### config.mk
export PLATFORM = sky130hd
export DESIGN_NAME = tx_retry_limiter
export DESIGN_NICKNAME = d
export VERILOG_FILES = /design/src/rtl/tx_retry_limiter.sv
export SDC_FILE = /design/constraint.sdc
export NUM_CORES = 1
export LEC_CHECK = 0
export CAP_MARGIN = 10
export CORE_AREA = 2 2 74 55
export DETAILED_ROUTE_END_ITERATION = 8
export DIE_AREA = 0 0 76 57
export GPL_TIMING_DRIVEN = 0
export PLACE_DENSITY = 0.44
export SETUP_SLACK_MARGIN = 0.02
export SYNTH_ARGS = -nofsm -noshare
export SYNTH_HDL_FRONTEND = slang
export SYNTH_SLANG_ARGS = --single-unit
export TNS_END_PERCENT = 5
### constraint.sdc
create_clock -name clk -period 1.89 [get_ports clk]
set_input_delay 0.189 -clock clk [delete_from_list [all_inputs] [get_ports clk]]
set_output_delay 0.189 -clock clk [all_outputs]
set_load 0.05 [all_outputs]
### src/rtl/tx_retry_limiter.sv
module tx_retry_limiter #(
  parameter int MULT_W   = 4,
  parameter int STEP_LOG = 4
) (
  input  logic              clk,
  input  logic              rst_n,
  input  logic              frame_start,
  input  logic              collision,
  input  logic              tx_ok,
  input  logic [MULT_W-1:0] retry_mult,
  input  logic              clr_abort,
  output logic              retx_req,
  output logic              tx_err_irq,
  output logic              tx_err_desc,
  output logic [1:0]        state_o
);

  localparam int CNT_W = MULT_W + STEP_LOG + 1;

  typedef enum logic [1:0] {S_IDLE = 2'd0, S_SEND = 2'd1, S_WAIT = 2'd2, S_ABORT = 2'd3} st_t;

  st_t               state_q;
  logic [CNT_W-1:0]  cnt_q;
  logic [MULT_W-1:0] mult_q;
  logic              irq_q, desc_q;
  logic [CNT_W-1:0]  limit;

  assign limit       = ({{(CNT_W-MULT_W){1'b0}}, mult_q} + CNT_W'(1)) << STEP_LOG;
  assign retx_req    = (state_q == S_WAIT);
  assign tx_err_irq  = irq_q;
  assign tx_err_desc = desc_q;
  assign state_o     = state_q;

  always_ff @(posedge clk or negedge rst_n) begin
    if (!rst_n) begin
      state_q <= S_IDLE;
      cnt_q   <= '0;
      mult_q  <= '0;
      irq_q   <= 1'b0;
      desc_q  <= 1'b0;
    end else begin
      irq_q <= 1'b0;
      case (state_q)
        S_IDLE: if (frame_start) begin
          state_q <= S_SEND;
          cnt_q   <= '0;
          mult_q  <= retry_mult;
        end
        S_SEND: begin
          if (tx_ok) begin
            state_q <= S_IDLE;
            cnt_q   <= '0;
          end else if (collision) begin
            if (cnt_q == limit) begin
              state_q <= S_ABORT;
              irq_q   <= 1'b1;
              desc_q  <= 1'b1;
            end else begin
              cnt_q   <= cnt_q + CNT_W'(1);
              state_q <= S_WAIT;
            end
          end
        end
        S_WAIT: state_q <= S_SEND;
        S_ABORT: begin
          if (clr_abort) begin
            state_q <= S_SEND;
            cnt_q   <= '0;
            desc_q  <= 1'b0;
          end else if (frame_start) begin
            state_q <= S_SEND;
            cnt_q   <= '0;
            mult_q  <= retry_mult;
            desc_q  <= 1'b0;
          end
        end
        default: state_q <= S_IDLE;
      endcase
    end
  end

  p_retx_single_r3: assert property (@(posedge clk) disable iff (!rst_n)
    retx_req |=> !retx_req && state_q == S_SEND);

  p_cnt_within_limit_r5: assert property (@(posedge clk) disable iff (!rst_n)
    cnt_q <= limit);

  p_irq_pulse_r6: assert property (@(posedge clk) disable iff (!rst_n)
    tx_err_irq |=> !tx_err_irq);

  p_irq_in_abort_r6: assert property (@(posedge clk) disable iff (!rst_n)
    tx_err_irq |-> tx_err_desc && state_q == S_ABORT);

  p_desc_only_abort_r6: assert property (@(posedge clk) disable iff (!rst_n)
    tx_err_desc |-> state_q == S_ABORT);

  p_limit_frozen_r7: assert property (@(posedge clk) disable iff (!rst_n)
    (state_q == S_WAIT) |=> $stable(mult_q));

  p_clr_outside_ignored_r10: assert property (@(posedge clk) disable iff (!rst_n)
    (state_q == S_IDLE && clr_abort && !frame_start) |=> state_q == S_IDLE);

  p_abort_hold_r11: assert property (@(posedge clk) disable iff (!rst_n)
    (state_q == S_ABORT && !frame_start && !clr_abort) |=> state_q == S_ABORT);

endmodule

==> results.md, run 1 <==
- The total global routing track utilization is roughly 13%.
- The fraction of synthesis flops using an asynchronous set or reset pin is 100%.
- The number of placed instances, taps included, is 176.
- The fraction of synthesized cell area taken by the top area cell type is approximately 41%.
- The post-route worst setup slack is -0.0129 ns.
- The number of fill cells is 370.
- Counting every net in the synthesized netlist gives between 100 and 150.
- The number of violations of the max-capacitance limit is 0.
- The pin count of the biggest net entering global routing is 18.
- For the worst setup path, the data required time is about 2.1 ns.
- The worst hold margin is approximately 0.27 ns.
- The length of the first detailed-routing pass in iterations is 4.
- The worst-skew pair later-pin latency is ~0.26 ns.
- The worst setup path is launched from a flop.
- Of all nets on the critical path, the largest fanout is 8.
- The core region is about 3700 µm².
- The cell sitting at the root of the clock tree is a clkbuf_8.
- The initial antenna violation count was 0.
- The sequential fraction of the synthesis area is roughly two fifths.
- The worst slack at placement is -0.0898 ns.
- The final max-slew violation count is 0.
- After synthesis the netlist holds a flip-flop and latch count of 17.
- The number of cell rows is 19.
- The number of antenna diodes in the final layout is 0.
- In this run, post-CTS hold repair placed 0 buffers.
- The Yosys step of the flow raised 0 warnings.
- After the flow finishes, the layout carries non-filler instances totaling between 150 and 200.
- The I/O pin count is 15.
- The worst IR drop on VDD is 0.457 mV.
- Setup repair after global routing could not meet its margin everywhere.
- In the post-synthesis netlist, the cell with the most instances is dfrtp_1.
- After detailed routing, the number of vias per cell comes to just under 5.
- The routed layout has 881 vias.
- The total DRC errors in the routed layout is 0.
- Measured along the y axis, the die boundary spans 57 µm.
- Relative to the synthesized area, the layout overhead comes to 27.9%.
- The number of buffers on the longest clock path is 2.
- The leftover overflow at the end of global routing is 0.
- The post-synthesis instance area is approximately 1000 µm².
- The wire length per cell after detailed routing is approximately 14 µm.
- The clock skew is between 0.006 and 0.007 ns.
- The number of endpoints failing setup at the final stage is 1.
- The final hold violation count is 0.
- In this run the number of H-tree levels came out at 1.
- The worst setup path is captured at a flop.
- Wires add up to around 2600 µm.
- Summed over all nets, the half-perimeter wirelength after detailed placement is about 1800 µm.
- From left edge to right edge, the die measures 76 µm.
- The post-synthesis cell type count is 39.
- In the synthesized netlist, the number of instances is 111.
- The biggest area contributor in the post-synthesis netlist is dfrtp_1.
- The clock buffer count from CTS is 3.
- Timing would allow up to roughly 530 MHz.
- The analysis attributes to cell leakage a power of 0.000558 µW.
- Ranked by total cell area, the synthesized netlist is headed by dfrtp_1 (41%), nand3_1 (4.3%), mux2_2 (4.3%), ha_1 (3.6%), a21oi_1 (3.3%).
- The total power density per cell area is 988 nW/µm².
- The clock transition at the registers of the reported paths is 0.07 ns.
- The relative slew slack is between 40% and 50%.
- The first global-routing pass estimated between 4000 and 5000 µm of wire.
- The commonest cells after synthesis are dfrtp_1 (17), nand3_1 (9), a21oi_1 (7), nand2_1 (7).
- For this run, the post-layout net count is between 100 and 150.
- TritonCTS built the clock tree.
- Of the cells placed in the final design, the portion with a size suffix greater than 1 is around a fifth.
- The setup path with the least slack is of type reg2reg.
- The utilization after layout is roughly 36%.
- The worst endpoint data arrival time is around 2.1 ns.
- The final reports fail on setup timing.
- The routed design could run at a clock period as short as 1.90 ns.
- The synthesized design contains 0 enable-type register cells.
- The final cycle utilization of the critical path is 101%.
- The remaining antenna violation count is 0.
- The via count of the first global-routing pass came to 858.
- The detailed router finished its first iteration with between 40 and 50 violations.
- The most used flip-flop cell after synthesis is dfrtp_1.
- The clock sink count is 17.
- The flow ran to the end, but the final reports show violations.
- The final total power is around 1300 µW.
- The die outline area is 4330 µm².
- At the end of routability-driven placement, the weighted congestion stood at ~0.8.
- The count of buffers from port buffering is 13.
- The initial utilization of the core area, before any placement, comes to 28.5%.
- At the pin with the least slew margin, the transition time is approximately 0.86 ns.
- The path class of the tightest hold or removal check is in2reg.
- The synthesized area divided by synthesized cell count is between 9 and 10 µm².
worst paths after layout:
check,start,to,slack (ns),cells past startpoint
worst max-delay path,mult_q[0],cnt_q[3],-0.01,6
worst min-delay path,collision,state_o[1],0.27,3
worst max register to register,mult_q[0],cnt_q[3],-0.01,6
worst min register to register,mult_q[0],mult_q[0],0.58,1
max in group asynchronous,rst_n,mult_q[0],0.95,1
min in group asynchronous,rst_n,tx_err_irq,0.39,1
worst max-delay path, stage by stage, from the launching register on:
cell      delay [ns]
dfrtp_2         0.44
ha_4            0.25
xor2_2          0.15
nor4b_2         0.31
o2111a_2        0.36
nand2b_4        0.17
a31o_2          0.16
metal layers:
layer  wire length (µm)  vias to the layer above  global-route usage (%)
met5                  0                        -                       0
met4                 32                        0                    2.86
met1               1320                      419                    17.1
met3                120                        4                    4.27
li1                   -                      439                       -
met2               1150                       19                    20.2
logic make-up (layout without fill, tap and decap cells):
group                      Yosys count  count (layout)  synth area share (%)
muxes                                4               4                  4.29
AOI/OAI and AO/OA                   29              29                  19.4
buffers and inverters               11              29                  4.89
and+or+nand+nor                     41              41                  22.3
xor gates and xnor gates             6               6                  5.01
DFF                                 17              17                  40.5
adders and majority gates            3               3                  3.58
layout make-up:
type | count | area [µm²] | area share, %
well taps | 52 | 65.1 | 4.85
clock inverters | 1 | 5.00 | 0.373
plain buffers | 5 | 28.8 | 2.14
multi-input cells | 83 | 614 | 45.8
clock buffers | 3 | 41.3 | 3.08
repair buffers | 14 | 139 | 10.3
inverters | 6 | 22.5 | 1.68
flip-flops and latches | 17 | 427 | 31.8
state kept, by name (all words and copies together), names as in the netlist:
register     flops
cnt_q            9
tx_err_irq       1
state_o          2
mult_q           4
tx_err_desc      1
per-stage QoR:
| stage | TNS [ns] | cell area [µm²] |
|---|---|---|
| floorplan | 0 | 1060 |
| global placement | -0.320 | 1250 |
| detailed placement | -0.403 | 1250 |
| CTS | 0 | 1320 |
| global route | -0.622 | 1340 |
| finish | -0.0129 | 1340 |
power by group:
part / internal [µW] / leakage [µW] / switching (µW)
clock: 146 / 0.0000255 / 134
sequential: 422 / 0.000224 / 71.7
combinational: 259 / 0.000309 / 293
total: 827 / 0.000558 / 499
layout by cell type (no fill, tap or decap), types with 2 or more instances in the layout:
| cell type | instances |
|---|---|
| a21oi_1 | 7 |
| buf_4 | 3 |
| inv_1 | 6 |
| nand2_1 | 7 |
| xnor2_1 | 4 |
| nor2_1 | 5 |
| o22ai_1 | 3 |
| mux2_2 | 4 |
| nand2b_1 | 2 |
| clkdlybuf4s50_1 | 11 |
| nand3b_1 | 4 |
| nor3_1 | 2 |
| nand4_1 | 3 |
| ha_1 | 2 |
| buf_2 | 2 |
| dfrtp_1 | 16 |
| nand3_1 | 9 |
| and3_1 | 2 |
| clkbuf_8 | 3 |
| o21ai_0 | 5 |
what timing repair did:
| item | CTS | global route |
|---|---|---|
| pin swaps | 1 | 5 |
| gates resized for setup | 4 | 5 |
| buffers inserted | 0 | 1 |
| endpoints found under the setup margin | 8 | 12 |
| hold endpoints to repair | 0 | 0 |
(Power assumes the default switching activity.)
==> run 2: changes to the inputs <==
--- a/config.mk
+++ b/config.mk
@@ -9,7 +9,9 @@
 export CORE_AREA = 2 2 74 55
 export DETAILED_ROUTE_END_ITERATION = 8
 export DIE_AREA = 0 0 76 57
+export GPL_ROUTABILITY_DRIVEN = 0
 export GPL_TIMING_DRIVEN = 0
+export MAX_ROUTING_LAYER = met4
 export PLACE_DENSITY = 0.44
 export SETUP_SLACK_MARGIN = 0.02
 export SYNTH_ARGS = -nofsm -noshare
==> results.md, run 2 (synthesis gave the netlist of run 1 again) <==
- The run finished, with violations left.
- The final reports fail on setup timing.
- The starting density of the core is between 20% and 30%.
- The total DRC errors in the routed layout is 0.
- The worst-path maximum fanout is 8.
- Global routing used 13.1% of the available tracks.
- STA puts the critical path data arrival time at roughly 2.1 ns.
- The TritonCTS clock tree is yes.
- The initial antenna violation count came to 0.
- The wire length of the first global-routing pass is ~4300 µm.
- The die covers 4330 µm².
- The worst hold margin is approximately 0.27 ns.
- The number of fill cells is 370.
- Dividing total power by cell area gives a power density of 988 nW/µm².
- The sum of negative setup slack is -0.0141 ns.
- The worst IR drop on VDD is between 0.4 and 0.5 mV.
- The transition time at the pin with the least slew margin is 0.828 ns.
- Entering global routing, the biggest net connects 18 pins.
- Across the run, the number of max-cap violations was 0.
- Of the available clock period, the critical path in the final layout requires 101%.
- The hold buffer count at CTS is 0.
- The area inside the core boundary is 3680 µm².
- The final total power is roughly 1300 µW.
- The remaining antenna violation count is 0.
- The post-route worst setup slack is -0.0141 ns.
- The number of DRC violations after detailed-routing iteration 0 is 38.
- In this run the tool buffered the top-level ports with 13 buffer cells.
- The detail-routed via count per cell is around 4.9.
- Leaving out fill and tap cells, the most frequent cells in the layout are dfrtp_1 (16), clkdlybuf4s50_1 (11), nand3_1 (9).
- The final hold violation count is 0.
- The final max-slew violation count was 0.
- The critical path launch point type is a flop.
- The final critical path time including I/O delays and setup is around 1.9 ns.
- The flip-flop count of the largest register after layout is 9.
- The total length of routed wires is 2610 µm.
- Headroom to the max-slew limit came out at roughly 45%.
- Setup repair after global routing could not meet its margin everywhere.
- The clock sink count is 17.
- Static timing analysis puts the maximum clock frequency at around 530 MHz.
- The antenna diode instance count is 0.
- The worst setup path is captured at a flop.
- From bottom edge to top edge, the die measures 57 µm.
- The number of vias in the routed layout is between 800 and 900.
- Summed over all cells, the static leakage comes to between 0.0005 and 0.0006 µW.
- The commonest non-fill, non-tap cell in the layout is dfrtp_1.
- Measured along the x axis, the die boundary spans approximately 76 µm.
- The min-delay analysis places its worst path in the category in2reg.
- The layout-stage area growth over the synthesis result is 27.9%.
- 15 I/O pins were placed.
- In this run the number of H-tree levels came out at 1.
- The length of the first detailed-routing pass in iterations is 4.
- The worst-skew pair later-pin latency is 0.26 ns.
- The critical path start-end classification is reg2reg.
- The share of post-route cells with drive strength above 1 is between 10% and 20%.
- Setup violations remaining at the end of the flow were counted as 1.
- The root cell of the clock tree is clkbuf_8.
- The layout net count is between 100 and 150.
- The via count of the first global-routing pass is approximately 860.
- The number of cell rows is 19.
- The required time at the endpoint of the critical path is between 2 and 2.5 ns.
- Clock-pin slew was measured on the worst setup and hold paths at 0.07 ns.
- The leftover overflow at the end of global routing is 0.
- The clock skew is around 0.007 ns.
- The number of buffers on the longest clock path is 2.
- Buffers inserted during clock tree synthesis total 3.
- The register with the most flip-flops in the final layout is cnt_q.
- The wire length per cell after detailed routing is roughly 14 µm.
- The half-perimeter wire length of the detailed placement result is between 1500 and 2000 µm.
[run 2: what timing repair did]
action / in CTS / in global routing
pin swaps: 1 / 5
hold endpoints to repair: 0 / 0
resized for setup: 4 / 5
setup endpoints to repair: 8 / 12
setup buffers: 0 / 1
[run 2: metrics by stage]
step                instance area (µm²)  std cells  utilization (%)  setup slack, ns
floorplan                          1060        111                -           0.0781
CTS                                1320        180             35.7           0.0224
finish                             1340        181             36.4          -0.0141
global route                       1340        181             36.4           -0.108
detailed placement                 1250        176             34.0          -0.0898
global placement                   1250        176             34.0          -0.0809
[run 2: metal layers]
metal | global-route usage, % | up-vias | routed length, µm
met4 | 2.86 | 0 | 33
li1 | - | 442 | -
met3 | 4.27 | 4 | 94
met5 | - | - | 0
met1 | 17.1 | 419 | 1320
met2 | 20.2 | 15 | 1160
[run 2: power breakdown]
part / internal [µW] / leakage [µW] / switching (µW) / total, µW
sequential: 422 / 0.000224 / 71.5 / 493
clock: 146 / 0.0000255 / 134 / 281
combinational: 259 / 0.000309 / 293 / 552
[run 2: worst paths after layout]
check | cells past startpoint | slack (ns) | to | start
worst max-delay path | 6 | -0.01 | cnt_q[3] | mult_q[0]
worst min-delay path | 3 | 0.27 | state_o[1] | collision
worst max register to register | 6 | -0.01 | cnt_q[3] | mult_q[0]
worst min register to register | 1 | 0.58 | mult_q[0] | mult_q[0]
max in group asynchronous | 1 | 0.95 | mult_q[0] | rst_n
min in group asynchronous | 1 | 0.40 | tx_err_irq | rst_n
[run 2: layout make-up]
type	count	area (µm²)	share of cell area, %
buffer	5	28.8	2.14
clock inverter	1	5.00	0.373
timing repair buffer	14	139	10.3
multi-input combinational	83	614	45.8
sequential	17	427	31.8
clock buffer	3	41.3	3.08
tap	52	65.1	4.85
inverter	6	22.5	1.68
[run 2: critical path: stages (launching register included)]
cell and delay, ns:
dfrtp_2 0.44, ha_4 0.25, xor2_2 0.15, nor4b_2 0.31, o2111a_2 0.36, nand2b_4 0.17
a31o_2 0.16
==> run 3: changes to the inputs <==
--- a/config.mk
+++ b/config.mk
@@ -6,14 +6,13 @@
 export NUM_CORES = 1
 export LEC_CHECK = 0
 export CAP_MARGIN = 10
-export CORE_AREA = 2 2 74 55
+export CORE_AREA = 2 2 58 44
 export DETAILED_ROUTE_END_ITERATION = 8
-export DIE_AREA = 0 0 76 57
+export DIE_AREA = 0 0 60 46
 export GPL_ROUTABILITY_DRIVEN = 0
 export GPL_TIMING_DRIVEN = 0
 export MAX_ROUTING_LAYER = met4
-export PLACE_DENSITY = 0.44
-export SETUP_SLACK_MARGIN = 0.02
+export PLACE_DENSITY = 0.68
 export SYNTH_ARGS = -nofsm -noshare
 export SYNTH_HDL_FRONTEND = slang
 export SYNTH_SLANG_ARGS = --single-unit
==> constraint.sdc (replaced) <==
create_clock -name clk -period 1.9 [get_ports clk]
set_input_delay 0.19 -clock clk [delete_from_list [all_inputs] [get_ports clk]]
set_output_delay 0.19 -clock clk [all_outputs]
set_load 0.05 [all_outputs]
==> results.md, run 3 (synthesis gave the netlist of run 1 again) <==
- The clock skew is around 0.0082 ns.
- The startpoint identified for the worst register-to-register timing path is mult_q[0].
- The number of violations of the max-capacitance limit is 0.
- Tracing the worst setup path back leads to its startpoint at mult_q[0].
- The floorplan has 15 rows.
- The final critical path time including I/O delays and setup is about 1.9 ns.
- After global routing the overflow that remains totals 0.
- The antenna diode instance count is 0.
- Following the worst setup path forward leads to its endpoint at cnt_q[2].
- The hold buffer count at CTS is 0.
- For this configuration, the core starts out at a cell density of between 40% and 50%.
- For the worst-skew pair, the clock arrives at the later sink with an insertion delay of 0.31 ns.
- The final max-slew violation count is 0.
- At the worst endpoint, the required time is roughly 2.1 ns.
- Headroom to the max-slew limit came out at roughly two fifths.
- The pin count of the biggest net entering global routing is 18.
- The number of endpoints failing setup at the final stage is 0.
- The finished layout holds around 160 standard cells, fillers aside.
- In this run the static leakage power is between 0.0005 and 0.0006 µW.
- STA puts the critical path data arrival time at 2.05 ns.
- TritonCTS built the clock tree.
- The final hold violation count is 0.
- The total DRC errors in the routed layout is 0.
- The register-to-register path setup slack is 0.03 ns.
- The clock sink count is 17.
- The number of vias in the routed layout is roughly 940.
- For this design the ratio of total power to cell area is just under 1000 nW/µm².
- Summed over all nets, the half-perimeter wirelength after detailed placement is 1750 µm.
- Input and output buffers added on the ports amount to 13.
- Along the worst path, the maximum fanout reaches 8.
- The total length of routed wires is approximately 2600 µm.
- The vertical die dimension is between 40 and 50 µm.
- The worst register-to-register path ends at cnt_q[2].
- The run finished with clean final reports.
- The worst slack at placement is -0.0152 ns.
- The critical path is of the reg2reg type.
- The core region is approximately 2300 µm².
- The top cell types in the final layout, fill and taps aside, are dfrtp_1 (16), clkdlybuf4s50_1 (11), nand3_1 (9).
- The tree is rooted in a clkbuf_4.
- The critical path launch point type is a flop.
- The worst setup path is captured at a flop.
- In the final layout, the share of cells above drive strength 1 is ~20%.
- The final cycle utilization of the critical path is between 90% and 100%.
- At the pin with the least slew margin, the transition time is between 0.8 and 0.9 ns.
- Measured along the x axis, the die boundary spans roughly 60 µm.
- The post-route worst setup slack is between 0.02 and 0.03 ns.
- Setup repair after global routing could not meet its margin everywhere.
- The placed instance count is 158.
- The classification of the worst-slack hold path is in2reg.
- The layout net count is between 100 and 150.
- The length of the first detailed-routing pass in iterations is 4.
- Relative to the synthesized area, the layout overhead comes to 24.1%.
- The final total power is between 1000 and 1500 µW.
- The clock passes through at most 2 buffers.
- The die outline area is between 2000 and 3000 µm².
- The detail-routed via count per cell is roughly 5.8.
- The I/O pin count is 15.
- The via count of the first global-routing pass is between 900 and 1000.
- The detail route stage leaves a number of antenna-violating nets equal to 0.
- CTS built an H-tree with a depth of 1.
- The clock buffer count from CTS is 3.
- The worst IR drop on VDD is between 0.4 and 0.5 mV.
- The wire length of the first global-routing pass is between 4000 and 5000 µm.
- The achievable frequency is around 530 MHz.
- After the first detailed-routing iteration, the DRC count stood at 50.
- The wire length per cell after detailed routing is 16.1 µm.
- The flip-flop count of the largest register after layout is 9.
- Clock-pin slew was measured on the worst setup and hold paths at roughly 0.11 ns.
- In the global route stage, overall resource usage came out at between 20% and 30%.
- The number of fill cells is between 150 and 200.
- More flip-flops sit in one register than any other, and that register is cnt_q.
- The utilization after layout is a little under three fifths.
- The initial antenna violation count is 0.
- Leaving out fill and tap cells, the most frequent cell in the layout is dfrtp_1.
- The worst register-to-register path has a depth of 6.
-- run 3: cell counts in the layout (fill, tap and decap cells not counted) --
No cell type changed its count.
-- run 3: through the flow --
| step | hold slack [ns] | instance area [µm²] | setup TNS, ns |
|---|---|---|---|
| after floorplan | -0.106 | 1050 | 0 |
| after global placement | 0.529 | 1220 | -0.0966 |
| after detailed placement | 0.539 | 1220 | -0.0158 |
| after CTS | 0.206 | 1260 | 0 |
| after global routing | 0.222 | 1300 | -0.354 |
| final | 0.208 | 1300 | 0 |
-- run 3: per-layer routing --
| metal | global-route usage [%] | part of all wire [%] | wire (µm) | up-vias |
|---|---|---|---|---|
| li1 | - | - | - | 443 |
| met1 | 28.3 | 45 | 1190 | 459 |
| met2 | 35.0 | 47 | 1240 | 35 |
| met3 | 7.10 | 6.1 | 159 | 4 |
| met4 | 11.6 | 1.4 | 36 | 0 |
| met5 | - | 0 | 0 | - |
-- run 3: power breakdown --
group | internal, µW | switching, µW | leakage (µW)
sequential | 419 | 72.8 | 0.000224
clock | 78.6 | 130 | 0.0000177
combinational | 267 | 305 | 0.000306
-- run 3: final cells by class --
| cell class | count | area [µm²] | area share [%] |
|---|---|---|---|
| flip-flops and latches | 17 | 427 | 32.8 |
| clock buffers | 3 | 22.5 | 1.73 |
| multi-input cells | 83 | 616 | 47.3 |
| well taps | 34 | 42.5 | 3.27 |
| repair buffers | 14 | 139 | 10.7 |
| clock inverters | 1 | 5.00 | 0.384 |
| inverters | 6 | 22.5 | 1.73 |
| plain buffers | 5 | 28.8 | 2.21 |
-- run 3: critical path, stage by stage, from the launching register on --
cell,delay (ns)
dfrtp_2,0.45
ha_4,0.25
xor2_2,0.15
nor4b_2,0.28
o2111a_2,0.35
nand2b_4,0.17
o21ai_0,0.08
-- run 3: worst min-delay path by stage --
stage              start          to  slack [ns]  cells past startpoint
6_report       collision  state_o[1]        0.21                      3
5_1_grt        collision  state_o[1]        0.22                      3
4_1_cts        collision  state_o[1]        0.21                      3
3_5_place_dp   collision  state_o[1]        0.54                      3
3_3_place_gp   collision  state_o[1]        0.53                      3
2_1_floorplan      rst_n    cnt_q[0]       -0.11                      0
-- run 3: timing repair --
item                       CTS  global route
pin swaps                    0             6
setup endpoints to repair    5             7
resized for setup            3             6
buffers inserted             0             1
